**config.mk**
```make
export PLATFORM = sky130hd
export DESIGN_NAME = bpar_codec
export DESIGN_NICKNAME = d
export VERILOG_FILES = /design/src/rtl/bpar_pkg.sv /design/src/rtl/bpar_rowbuf.sv /design/src/rtl/bpar_enc.sv /design/src/rtl/bpar_chk.sv /design/src/rtl/bpar_codec.sv
export SDC_FILE = /design/constraint.sdc
export NUM_CORES = 1
export LEC_CHECK = 0
export ABC_AREA = 1
export BUFFER_PORTS_ARGS = -buffer_cell sky130_fd_sc_hd__buf_2
export CAP_MARGIN = 40
export CORE_MARGIN = 4
export CORE_UTILIZATION = 55
export DETAILED_ROUTE_END_ITERATION = 16
export PLACE_DENSITY = 0.77
export SETUP_SLACK_MARGIN = 0.02
export SLEW_MARGIN = 10
export SYNTH_ARGS = -nofsm -noshare
export SYNTH_HDL_FRONTEND = slang
export SYNTH_SLANG_ARGS = --single-unit
export TNS_END_PERCENT = 20
```
**constraint.sdc**
```tcl
create_clock -name clk -period 2.3 [get_ports clk]
set_clock_uncertainty 0.1 [all_clocks]
set_input_delay 0.115 -clock clk [delete_from_list [all_inputs] [get_ports clk]]
set_output_delay 0.115 -clock clk [all_outputs]
set_load 0.01 [all_outputs]
```
**src/rtl/bpar_pkg.sv**
```systemverilog
package bpar_pkg;
  // Receive-side phase: gather a block, or hand a clean block downstream.
  typedef enum logic {
    PH_COLLECT = 1'b0,
    PH_RELEASE = 1'b1
  } chk_phase_e;
endpackage

```
**src/rtl/bpar_rowbuf.sv**
```systemverilog
module bpar_rowbuf #(
  parameter int DEPTH = 4,
  parameter int WIDTH = 7,
  parameter int AW    = 3
) (
  input  logic             clk,
  input  logic             we,
  input  logic [AW-1:0]    waddr,
  input  logic [WIDTH-1:0] wdata,
  input  logic [AW-1:0]    raddr,
  output logic [WIDTH-1:0] rdata
);
  logic [WIDTH-1:0] mem [DEPTH];

  for (genvar i = 0; i < DEPTH; i++) begin : g_slot
    always_ff @(posedge clk)
      if (we && waddr == AW'(i)) mem[i] <= wdata;
  end

  always_comb begin
    rdata = '0;
    for (int i = 0; i < DEPTH; i++)
      if (raddr == AW'(i)) rdata = mem[i];
  end
endmodule

```
**src/rtl/bpar_enc.sv**
```systemverilog
module bpar_enc #(
  parameter int CHAR_W = 7,
  parameter int ROWS   = 4
) (
  input  logic              clk,
  input  logic              rst_n,
  input  logic              odd_mode,
  input  logic              in_valid,
  output logic              in_ready,
  input  logic [CHAR_W-1:0] in_char,
  output logic              out_valid,
  input  logic              out_ready,
  output logic [CHAR_W:0]   out_row,
  output logic              out_chk
);
  localparam int RW     = CHAR_W + 1;
  localparam int CNT_W  = (ROWS > 1) ? $clog2(ROWS) : 1;
  localparam int SEEN_W = $clog2(ROWS + 1);

  logic [CNT_W-1:0] cnt_q;
  logic             md_q, pend_q, vld_q, chk_q;
  logic [RW-1:0]    acc_q, row_q;
  logic             can_load, in_fire, first, md_now;
  logic [RW-1:0]    row_new;

  always_comb begin
    can_load = !vld_q || out_ready;
    in_ready = can_load && !pend_q;
    in_fire  = in_valid && in_ready;
    first    = (cnt_q == '0);
    md_now   = first ? odd_mode : md_q;
    row_new  = {in_char, (^in_char) ^ md_now};
  end

  always_ff @(posedge clk or negedge rst_n) begin
    if (!rst_n) begin
      cnt_q  <= '0;
      md_q   <= 1'b0;
      pend_q <= 1'b0;
      vld_q  <= 1'b0;
      chk_q  <= 1'b0;
      acc_q  <= '0;
      row_q  <= '0;
    end else if (in_fire) begin
      row_q <= row_new;
      chk_q <= 1'b0;
      vld_q <= 1'b1;
      md_q  <= md_now;
      acc_q <= first ? row_new : (acc_q ^ row_new);
      if (cnt_q == CNT_W'(ROWS - 1)) begin
        cnt_q  <= '0;
        pend_q <= 1'b1;
      end else begin
        cnt_q <= cnt_q + 1'b1;
      end
    end else if (pend_q && can_load) begin
      row_q  <= acc_q ^ {RW{md_q}};
      chk_q  <= 1'b1;
      vld_q  <= 1'b1;
      pend_q <= 1'b0;
    end else if (out_ready) begin
      vld_q <= 1'b0;
    end
  end

  assign out_valid = vld_q;
  assign out_row   = row_q;
  assign out_chk   = chk_q;

  // Data rows delivered since the last check row (supports the spacing check).
  logic [SEEN_W-1:0] seen_q;
  always_ff @(posedge clk or negedge rst_n) begin
    if (!rst_n) seen_q <= '0;
    else if (vld_q && out_ready) seen_q <= chk_q ? '0 : seen_q + 1'b1;
  end

  p_hold_r5: assert property (@(posedge clk) disable iff (!rst_n)
    vld_q && !out_ready |=> vld_q && $stable(row_q) && $stable(chk_q));
  p_row_parity_r1: assert property (@(posedge clk) disable iff (!rst_n)
    vld_q && !chk_q |-> (^row_q) == md_q);
  p_chk_after_rows_r3: assert property (@(posedge clk) disable iff (!rst_n)
    vld_q && chk_q |-> seen_q == SEEN_W'(ROWS));
  p_data_before_chk_r3: assert property (@(posedge clk) disable iff (!rst_n)
    vld_q && !chk_q |-> seen_q < SEEN_W'(ROWS));
endmodule

```
**src/rtl/bpar_chk.sv**
```systemverilog
module bpar_chk
  import bpar_pkg::*;
#(
  parameter int CHAR_W = 7,
  parameter int ROWS   = 4
) (
  input  logic              clk,
  input  logic              rst_n,
  input  logic              odd_mode,
  input  logic              in_valid,
  output logic              in_ready,
  input  logic [CHAR_W:0]   in_row,
  input  logic              in_sob,
  output logic              out_valid,
  input  logic              out_ready,
  output logic [CHAR_W-1:0] out_char,
  output logic              out_last,
  output logic              done,
  output logic              err,
  output logic [ROWS-1:0]   row_fail,
  output logic [CHAR_W:0]   col_fail
);
  localparam int RW = CHAR_W + 1;
  localparam int AW = $clog2(ROWS + 1);

  chk_phase_e     ph_q;
  logic [AW-1:0]  cnt_q, rd_q, pos;
  logic           md_q, md_now, in_fire, out_fire, is_data, row_bad;
  logic [RW-1:0]  acc_q, colf_now, colf_q;
  logic [ROWS-1:0] rf_acc_q, rf_now, rowf_q;
  logic           done_q, err_q;

  always_comb begin
    in_ready = (ph_q == PH_COLLECT);
    in_fire  = in_valid && in_ready;
    pos      = in_sob ? '0 : cnt_q;
    is_data  = (pos < AW'(ROWS));
    md_now   = (pos == '0) ? odd_mode : md_q;
    row_bad  = (^in_row) != md_now;
    rf_now   = ((pos == '0) ? '0 : rf_acc_q) | ({{(ROWS-1){1'b0}}, row_bad} << pos);
    colf_now = acc_q ^ in_row ^ {RW{md_q}};
    out_fire = out_valid && out_ready;
  end

  bpar_rowbuf #(.DEPTH(ROWS), .WIDTH(CHAR_W), .AW(AW)) u_buf (
    .clk   (clk),
    .we    (in_fire && is_data),
    .waddr (pos),
    .wdata (in_row[RW-1:1]),
    .raddr (rd_q),
    .rdata (out_char)
  );

  always_ff @(posedge clk or negedge rst_n) begin
    if (!rst_n) begin
      ph_q     <= PH_COLLECT;
      cnt_q    <= '0;
      rd_q     <= '0;
      md_q     <= 1'b0;
      acc_q    <= '0;
      rf_acc_q <= '0;
      rowf_q   <= '0;
      colf_q   <= '0;
      done_q   <= 1'b0;
      err_q    <= 1'b0;
    end else begin
      done_q <= 1'b0;
      if (in_fire) begin
        if (is_data) begin
          md_q     <= md_now;
          acc_q    <= (pos == '0) ? in_row : (acc_q ^ in_row);
          rf_acc_q <= rf_now;
          cnt_q    <= pos + 1'b1;
        end else begin
          rowf_q <= rf_acc_q;
          colf_q <= colf_now;
          err_q  <= (|rf_acc_q) || (|colf_now);
          done_q <= 1'b1;
          cnt_q  <= '0;
          rd_q   <= '0;
          if (!(|rf_acc_q) && !(|colf_now)) ph_q <= PH_RELEASE;
        end
      end
      if (out_fire) begin
        if (out_last) ph_q <= PH_COLLECT;
        rd_q <= rd_q + 1'b1;
      end
    end
  end

  assign out_valid = (ph_q == PH_RELEASE);
  assign out_last  = (rd_q == AW'(ROWS - 1));
  assign done      = done_q;
  assign err       = err_q;
  assign row_fail  = rowf_q;
  assign col_fail  = colf_q;

  p_done_pulse_r8: assert property (@(posedge clk) disable iff (!rst_n)
    done_q |=> !done_q);
  p_err_flags_r8: assert property (@(posedge clk) disable iff (!rst_n)
    done_q |-> err_q == ((|rowf_q) || (|colf_q)));
  p_no_release_on_err_r10: assert property (@(posedge clk) disable iff (!rst_n)
    out_valid |-> !err_q);
  p_closed_while_release_r9: assert property (@(posedge clk) disable iff (!rst_n)
    !(in_ready && out_valid));
  p_out_hold_r9: assert property (@(posedge clk) disable iff (!rst_n)
    out_valid && !out_ready |=> out_valid && $stable(out_char) && $stable(out_last));
  p_verdict_stable_r8: assert property (@(posedge clk) disable iff (!rst_n)
    !done_q |-> $stable(err_q) && $stable(rowf_q) && $stable(colf_q));
endmodule

```
**src/rtl/bpar_codec.sv**
```systemverilog
module bpar_codec #(
  parameter int CHAR_W = 7,
  parameter int ROWS   = 4
) (
  input  logic              clk,
  input  logic              rst_n,
  input  logic              odd_mode,
  input  logic              tx_in_valid,
  output logic              tx_in_ready,
  input  logic [CHAR_W-1:0] tx_in_char,
  output logic              tx_out_valid,
  input  logic              tx_out_ready,
  output logic [CHAR_W:0]   tx_out_row,
  output logic              tx_out_chk,
  input  logic              rx_in_valid,
  output logic              rx_in_ready,
  input  logic [CHAR_W:0]   rx_in_row,
  input  logic              rx_in_sob,
  output logic              rx_out_valid,
  input  logic              rx_out_ready,
  output logic [CHAR_W-1:0] rx_out_char,
  output logic              rx_out_last,
  output logic              blk_done,
  output logic              blk_err,
  output logic [ROWS-1:0]   row_fail,
  output logic [CHAR_W:0]   col_fail
);
  bpar_enc #(.CHAR_W(CHAR_W), .ROWS(ROWS)) u_enc (
    .clk       (clk),
    .rst_n     (rst_n),
    .odd_mode  (odd_mode),
    .in_valid  (tx_in_valid),
    .in_ready  (tx_in_ready),
    .in_char   (tx_in_char),
    .out_valid (tx_out_valid),
    .out_ready (tx_out_ready),
    .out_row   (tx_out_row),
    .out_chk   (tx_out_chk)
  );

  bpar_chk #(.CHAR_W(CHAR_W), .ROWS(ROWS)) u_chk (
    .clk       (clk),
    .rst_n     (rst_n),
    .odd_mode  (odd_mode),
    .in_valid  (rx_in_valid),
    .in_ready  (rx_in_ready),
    .in_row    (rx_in_row),
    .in_sob    (rx_in_sob),
    .out_valid (rx_out_valid),
    .out_ready (rx_out_ready),
    .out_char  (rx_out_char),
    .out_last  (rx_out_last),
    .done      (blk_done),
    .err       (blk_err),
    .row_fail  (row_fail),
    .col_fail  (col_fail)
  );
endmodule

```
Word level (Yosys, flattened, before mapping):

Memory sizes are Yosys's and may differ from the RTL's.
Index checks and enable logic that the tools add are counted.

* memories kept: 1
* bits in registers: 56
* word-level logic and storage cells: 124
* memory bits (read-only): 0
* output and inout port bits: 35
* RAM bits: 28
* latch bits: 0
* input bits: 23

* shifts and indexed selects: 1
* bitwise operators: 8
* eq/ne operators: 10
* multiplexer cells: 49
* div/mod/pow operators: 0
* $lt $le $gt $ge: 1
* add/sub/neg operators: 3
* $mul: 0
* reduce and logical (&&, ||, !) cells: 34

Memory list
* u_chk.u_buf.mem: words 4, width 7, read ports 4, clocked after memory_dff 0, write ports 1, line bpar_rowbuf.sv:13 `logic [WIDTH-1:0] mem [DEPTH];`

Operator list (count)
* 7-bit two-way mux: 7
* 8-bit two-way mux: 4
* 8-bit bitwise XOR: 4
* 1-bit two-way mux: 28
* 7-bit OR reduction: 3
* 3-bit two-way mux: 5
* 3-bit by 2-bit equality test with 1-bit output, second input constant: 4
* 1-bit logical AND: 11
* 2-bit two-way mux: 4
* 2-bit AND reduction: 4
* 8-bit OR reduction: 1
* 8-bit XOR reduction: 1
* 7-bit XOR reduction: 1
* 3-bit by 1-bit adder with 3-bit output, second input constant: 2
* 3-bit by 1-bit equality test with 1-bit output, second input constant: 2
* 3-bit zero test: 2
* 1-bit zero test: 4
* 4-bit two-way mux: 1
* 4-bit OR: 1
* 2-bit nonzero test: 2
* 4-bit OR reduction: 1
* 1-bit by 3-bit left shift with 4-bit output: 1
* 3-bit < comparator, second input constant: 1
* 3-bit nonzero test: 1
* other kinds (9): 11

Longest topological paths before layout:

* depth in word-level cells: 10
* depth in mapped cells: 13
* gate-level depth less buffers: 13

Cells and area by module:

A second synthesis with hierarchy kept.

* cell total of the unflattened synthesis: 458
* area total of the unflattened synthesis: 4201.5 um^2

Modules (own cells, without submodules)
* bpar_chk: times used 1, area an instance 1864.3 um^2, sequential area each 850.8 um^2, cells each 241
* bpar_enc: times used 1, area an instance 1173.6 um^2, sequential area each 550.5 um^2, cells each 136
* bpar_rowbuf: times used 1, area an instance 1163.6 um^2, sequential area each 840.8 um^2, cells each 81

Worst setup path after synthesis:

OpenSTA, ideal clock, no wires.

* path kind: register to register
* start point: register u_chk.ph_q (netlist: u_chk.out_valid)
* end point: memory u_chk.u_buf.mem[2][0] (enable)
* path slack: 0.538 ns
* data arrival time: 1.302 ns
* stages on the path, launching flop included: 7
* buffers on the path: 1
* cell sequence: dfrtp_1 > nor2_2 > inv_2 > nor2_4 > buf_4 > inv_2 > nor2_1

* cells in the longest elaborated chain, start to end: 10

RTL lines
* start, declared: line bpar_chk.sv:26 `chk_phase_e ph_q;`
* start signal, assigned: line bpar_chk.sv:56 `ph_q <= PH_COLLECT;`
* start signal, assigned: line bpar_chk.sv:81 `if (!(|rf_acc_q) && !(|colf_now)) ph_q <= PH_RELEASE;`
* start signal, assigned: line bpar_chk.sv:85 `if (out_last) ph_q <= PH_COLLECT;`
* 1-bit NOT *: line bpar_chk.sv:34 `in_ready = (ph_q == PH_COLLECT);`
* 1-bit logical AND *: line bpar_chk.sv:35 `in_fire = in_valid && in_ready;`
* 1-bit logical AND *: line bpar_chk.sv:47 `.we (in_fire && is_data),`
* 1-bit logical AND: line bpar_rowbuf.sv:17 `if (we && waddr == AW'(i)) mem[i] <= wdata;`
* 1-bit two-way mux: line bpar_rowbuf.sv:17
* 1-bit two-way mux (not written as such): line bpar_rowbuf.sv:17
* 7-bit OR reduction (no line)
* 2-bit two-way mux (no line) / 1-bit two-way mux (equally long branches) (3 in series)
* end, declared: line bpar_rowbuf.sv:13

Every way passes the cells marked *; elsewhere a longest branch is shown, timed or not.

Worst setup path in the final report:

* start point: register u_chk.rd_q[1]
* end point: output port rx_out_char[6]

* cells in the longest elaborated chain, start to end: 5

RTL lines
* start, declared: line bpar_chk.sv:27 `logic [AW-1:0] cnt_q, rd_q, pos;`
* start signal, assigned: line bpar_chk.sv:86 `rd_q <= rd_q + 1'b1;`
* 3-bit zero test: line bpar_rowbuf.sv:23 `if (raddr == AW'(i)) rdata = mem[i];`
* 7-bit two-way mux (3 in series): line bpar_rowbuf.sv:23
* 7-bit two-way mux *: line bpar_rowbuf.sv:23
* end, declared: line bpar_codec.sv:21 `output logic [CHAR_W-1:0] rx_out_char,`

Marked as above.

==> summary.txt <==
Place
  – Buffers on Ports: 57
  – Pre-CTS setup slack: 0.302 ns
  – Post-DP Area: 4550 um2
  – Placed Cells incl. Taps: 623
  – Final Wtd Congestion: 0.883
  – DP Wirelength: 6.38 mm

Finish
  – Filler Cells Inserted: 600
  – Register area: ~2200 um2
  – Footprint of the multi-input gates: 1640 um2
  – Post-route insts no fill: between 600 and 700
  – Nets@finish: 591
  – Number of inserted diodes: 0
  – P&R area growth vs syn: 20.4%
  – Design Area, Final: 5010 um2
  – Util after Layout: 68.7%
  – Share of cells above drive strength 1: 18.0%

Clock network
  – H-tree levels: 3
  – CTS tree: done
  – Clock slew at reported path FFs: 0.08 ns
  – Num CTS Buffers: 9
  – Clock Tree Root: clkbuf_8
  – Clk sinks: 84
  – Worst skew pair latency: 0.35 ns
  – Worst-case clock buffer depth: 2

Timing
  – Setup ws final: roughly 0.12 ns
  – Worst-margin pin slew: 0.589 ns
  – Max-slew violation count: 0
  – Fin crit period: between 2 and 2.5 ns
  – Max-slew headroom: 60.6%
  – Fmax: 459 MHz
  – Hold Fails Final Rpt: 0
  – Min Hold Slack: about 0.048 ns
  – Setup-failing EPs final: 0
  – Period utilization: ~95%

Global route
  – GRT Total Usage: between 20% and 30%
  – Vias in the first global route: 3273
  – Largest net degree at the start of global routing: 26
  – Global-route wire length before repair: 14.8 mm
  – Global route overflow: 0
  – Initial antenna violation count: 0

Power and ir drop
  – Clock group share of total power: between 10% and 20%
  – Pwr/cell area: 1180 nW/um2
  – Comb power frac: 40.9%
  – Pleak: 2.50 nW
  – Seq pwr share: 39.7%
  – Internal: 3.65 mW
  – Max VDD drop: about 0.64 mV
  – Net Sw Frac: between 30% and 40%
  – NetSw: 2.27 mW

Critical path
  – Crit path max fanout: 6
  – CP Class: flop to primary output
  – Arr. time, crit path: slightly below 2 ns
  – CP endpoint kind: primary output
  – Startpoint Class: flop
  – CP Data Required Time: 2.09 ns

Synth
  – Synth cell types: 30
  – Main synth FF type: dfrtp_1
  – Cell area after synthesis: 4160 um2
  – Async S/R FF share, synth: 66.7%
  – Mapped Nets: 504
  – Post-synthesis sequential area ratio: 53.9%
  – Syn. warnings: 0
  – EDFF count, synth: 28
  – Syn_area_per_cell: a little under 9 um2
  – Cells after Synth: 470
  – Number of synthesized register bits: 84

Detailed routing
  – Via count: between 3000 and 4000
  – 1st-iter DRT viols: 192
  – Wirelength, routed: 8.60 mm
  – Via density: 4.92
  – Routed wire per std cell: 13.0 um
  – Antenna-violating nets left: 0
  – Total iterations of the first detailed-routing run: 4
  – # DRC: 0

Die
  – Placement row count: 31
  – Starting utilization of the core area: between 50% and 60%
  – I/O Pins: 58
  – Core footprint: 7290 um2
  – Die height: 95.0 um
  – DIE WIDTH: 95.0 um
  – Die ar.: 9020 um2

Worst hold path
  – HP Class: primary input to flop

Run status
  – Outcome: complete, no violations

Job
  – Max Cap Viol: 0
cell usage in the layout (no fill, tap or decap), drive strengths merged, types with 4 or more instances in the layout:
master,Yosys,final
buf,8,66
clkbuf,1,10
dfrtp,56,56
dlygate4sd3,0,19
edfxtp,28,28
ha,11,11
inv,61,61
nand2,169,169
nand3,21,21
nand4,4,4
nor2,28,28
o211ai,7,7
o21ai,33,33
xnor2,11,11
xor2,21,21
layout make-up:
| cell class | count | area share, % |
|---|---|---|
| clock buffer | 10 | 2.75 |
| tap | 99 | 2.47 |
| timing repair buffer | 85 | 10.8 |
| sequential | 84 | 44.8 |
| inverter | 61 | 4.57 |
| multi-input combinational | 316 | 32.8 |
| clock inverter | 6 | 1.75 |
critical path, cell delays in order, from the launching register on:
cell and delay [ns]:
dfrtp_1 0.38, inv_1 0.08, ha_1 0.19, inv_2 0.07
nand2_1 0.09, nor2_4 0.19, buf_4 0.15, nand2_1 0.04
nand3_1 0.05, o21ai_0 0.09, o21ai_1 0.14, buf_2 0.15
power by group through the flow:
stage / Clock, mW / Sequential [mW] / Combinational (mW)
6_report: 1.15 / 2.35 / 2.42
3_5_place_dp: 0 / 2.37 / 2.32
4_1_cts: 1.19 / 2.34 / 2.37
5_1_grt: 1.25 / 2.40 / 2.78
3_3_place_gp: 0 / 2.35 / 2.23
2_1_floorplan: 0 / 2.36 / 1.61
path summary, 6_finish.rpt:
path / slack (ns) / cells past startpoint / end / startpoint
setup / recovery: 0.12 / 11 / rx_out_char[6] / u_chk.rd_q[1]
hold / removal: 0.05 / 4 / u_chk.cnt_q[1] / rx_in_valid
min in group asynchronous: 0.09 / 2 / u_chk.rd_q[2] / rst_n
hold reg to reg: 0.38 / 2 / u_chk.row_fail[0] / u_chk.row_fail[0]
setup reg to reg: 0.28 / 5 / u_chk.u_buf.mem[1][0] / u_chk.out_valid
max in group asynchronous: 1.38 / 3 / u_chk.acc_q[5] / rst_n
cells in the mapped netlist, drive strengths merged (7+ instances only):
cell / count / area, um2
nand2: 169 / 657
inv: 61 / 229
dfrtp: 56 / 1400
o21ai: 33 / 165
edfxtp: 28 / 841
nor2: 28 / 134
nand3: 21 / 105
xor2: 21 / 184
ha: 11 / 138
xnor2: 11 / 96.3
buf: 8 / 57.6
o211ai: 7 / 52.6
timing repair:
item,in CTS,in global routing
endpoints found under the setup margin,4,7
buffers inserted,0,3
hold buffers,19,0
endpoints found under the hold margin,104,0
gates resized for setup,2,7
pin swaps,0,1
cell families (layout without fill, tap and decap cells):
group / count (synthesis) / after routing / share of synthesized area [%]
compound gates: 47 / 47 / 6.29
xor+xnor: 32 / 32 / 6.74
flops: 84 / 84 / 53.9
fa+ha+maj: 11 / 11 / 3.31
buf+inv: 70 / 162 / 6.98
simple gates: 226 / 226 / 22.8
registers in the layout, indices dropped and copies added (netlist names), 2 cells and up:
name,cells
u_chk.u_buf.mem,28
u_chk.acc_q,8
u_chk.col_fail,8
u_enc.acc_q,8
u_enc.out_row,8
u_chk.rf_acc_q,4
u_chk.row_fail,4
u_chk.cnt_q,3
u_chk.rd_q,3
u_enc.cnt_q,2
per-layer routing:
metal,vias up,routed length (um),track usage [%]
met5,-,0,0
met2,73,4260,35.4
li1,1658,-,-
met3,8,432,5.26
met4,0,91,6.85
met1,1515,3810,27.4
per-stage QoR:
| step | total power, mW | setup TNS, ns |
|---|---|---|
| finish | 5.92 | 0 |
| global route | 6.44 | -0.0223 |
| CTS | 5.90 | 0 |
| detailed placement | 4.69 | 0 |
| global placement | 4.58 | 0 |
| floorplan | 3.97 | 0 |
(Power assumes the default switching activity.)
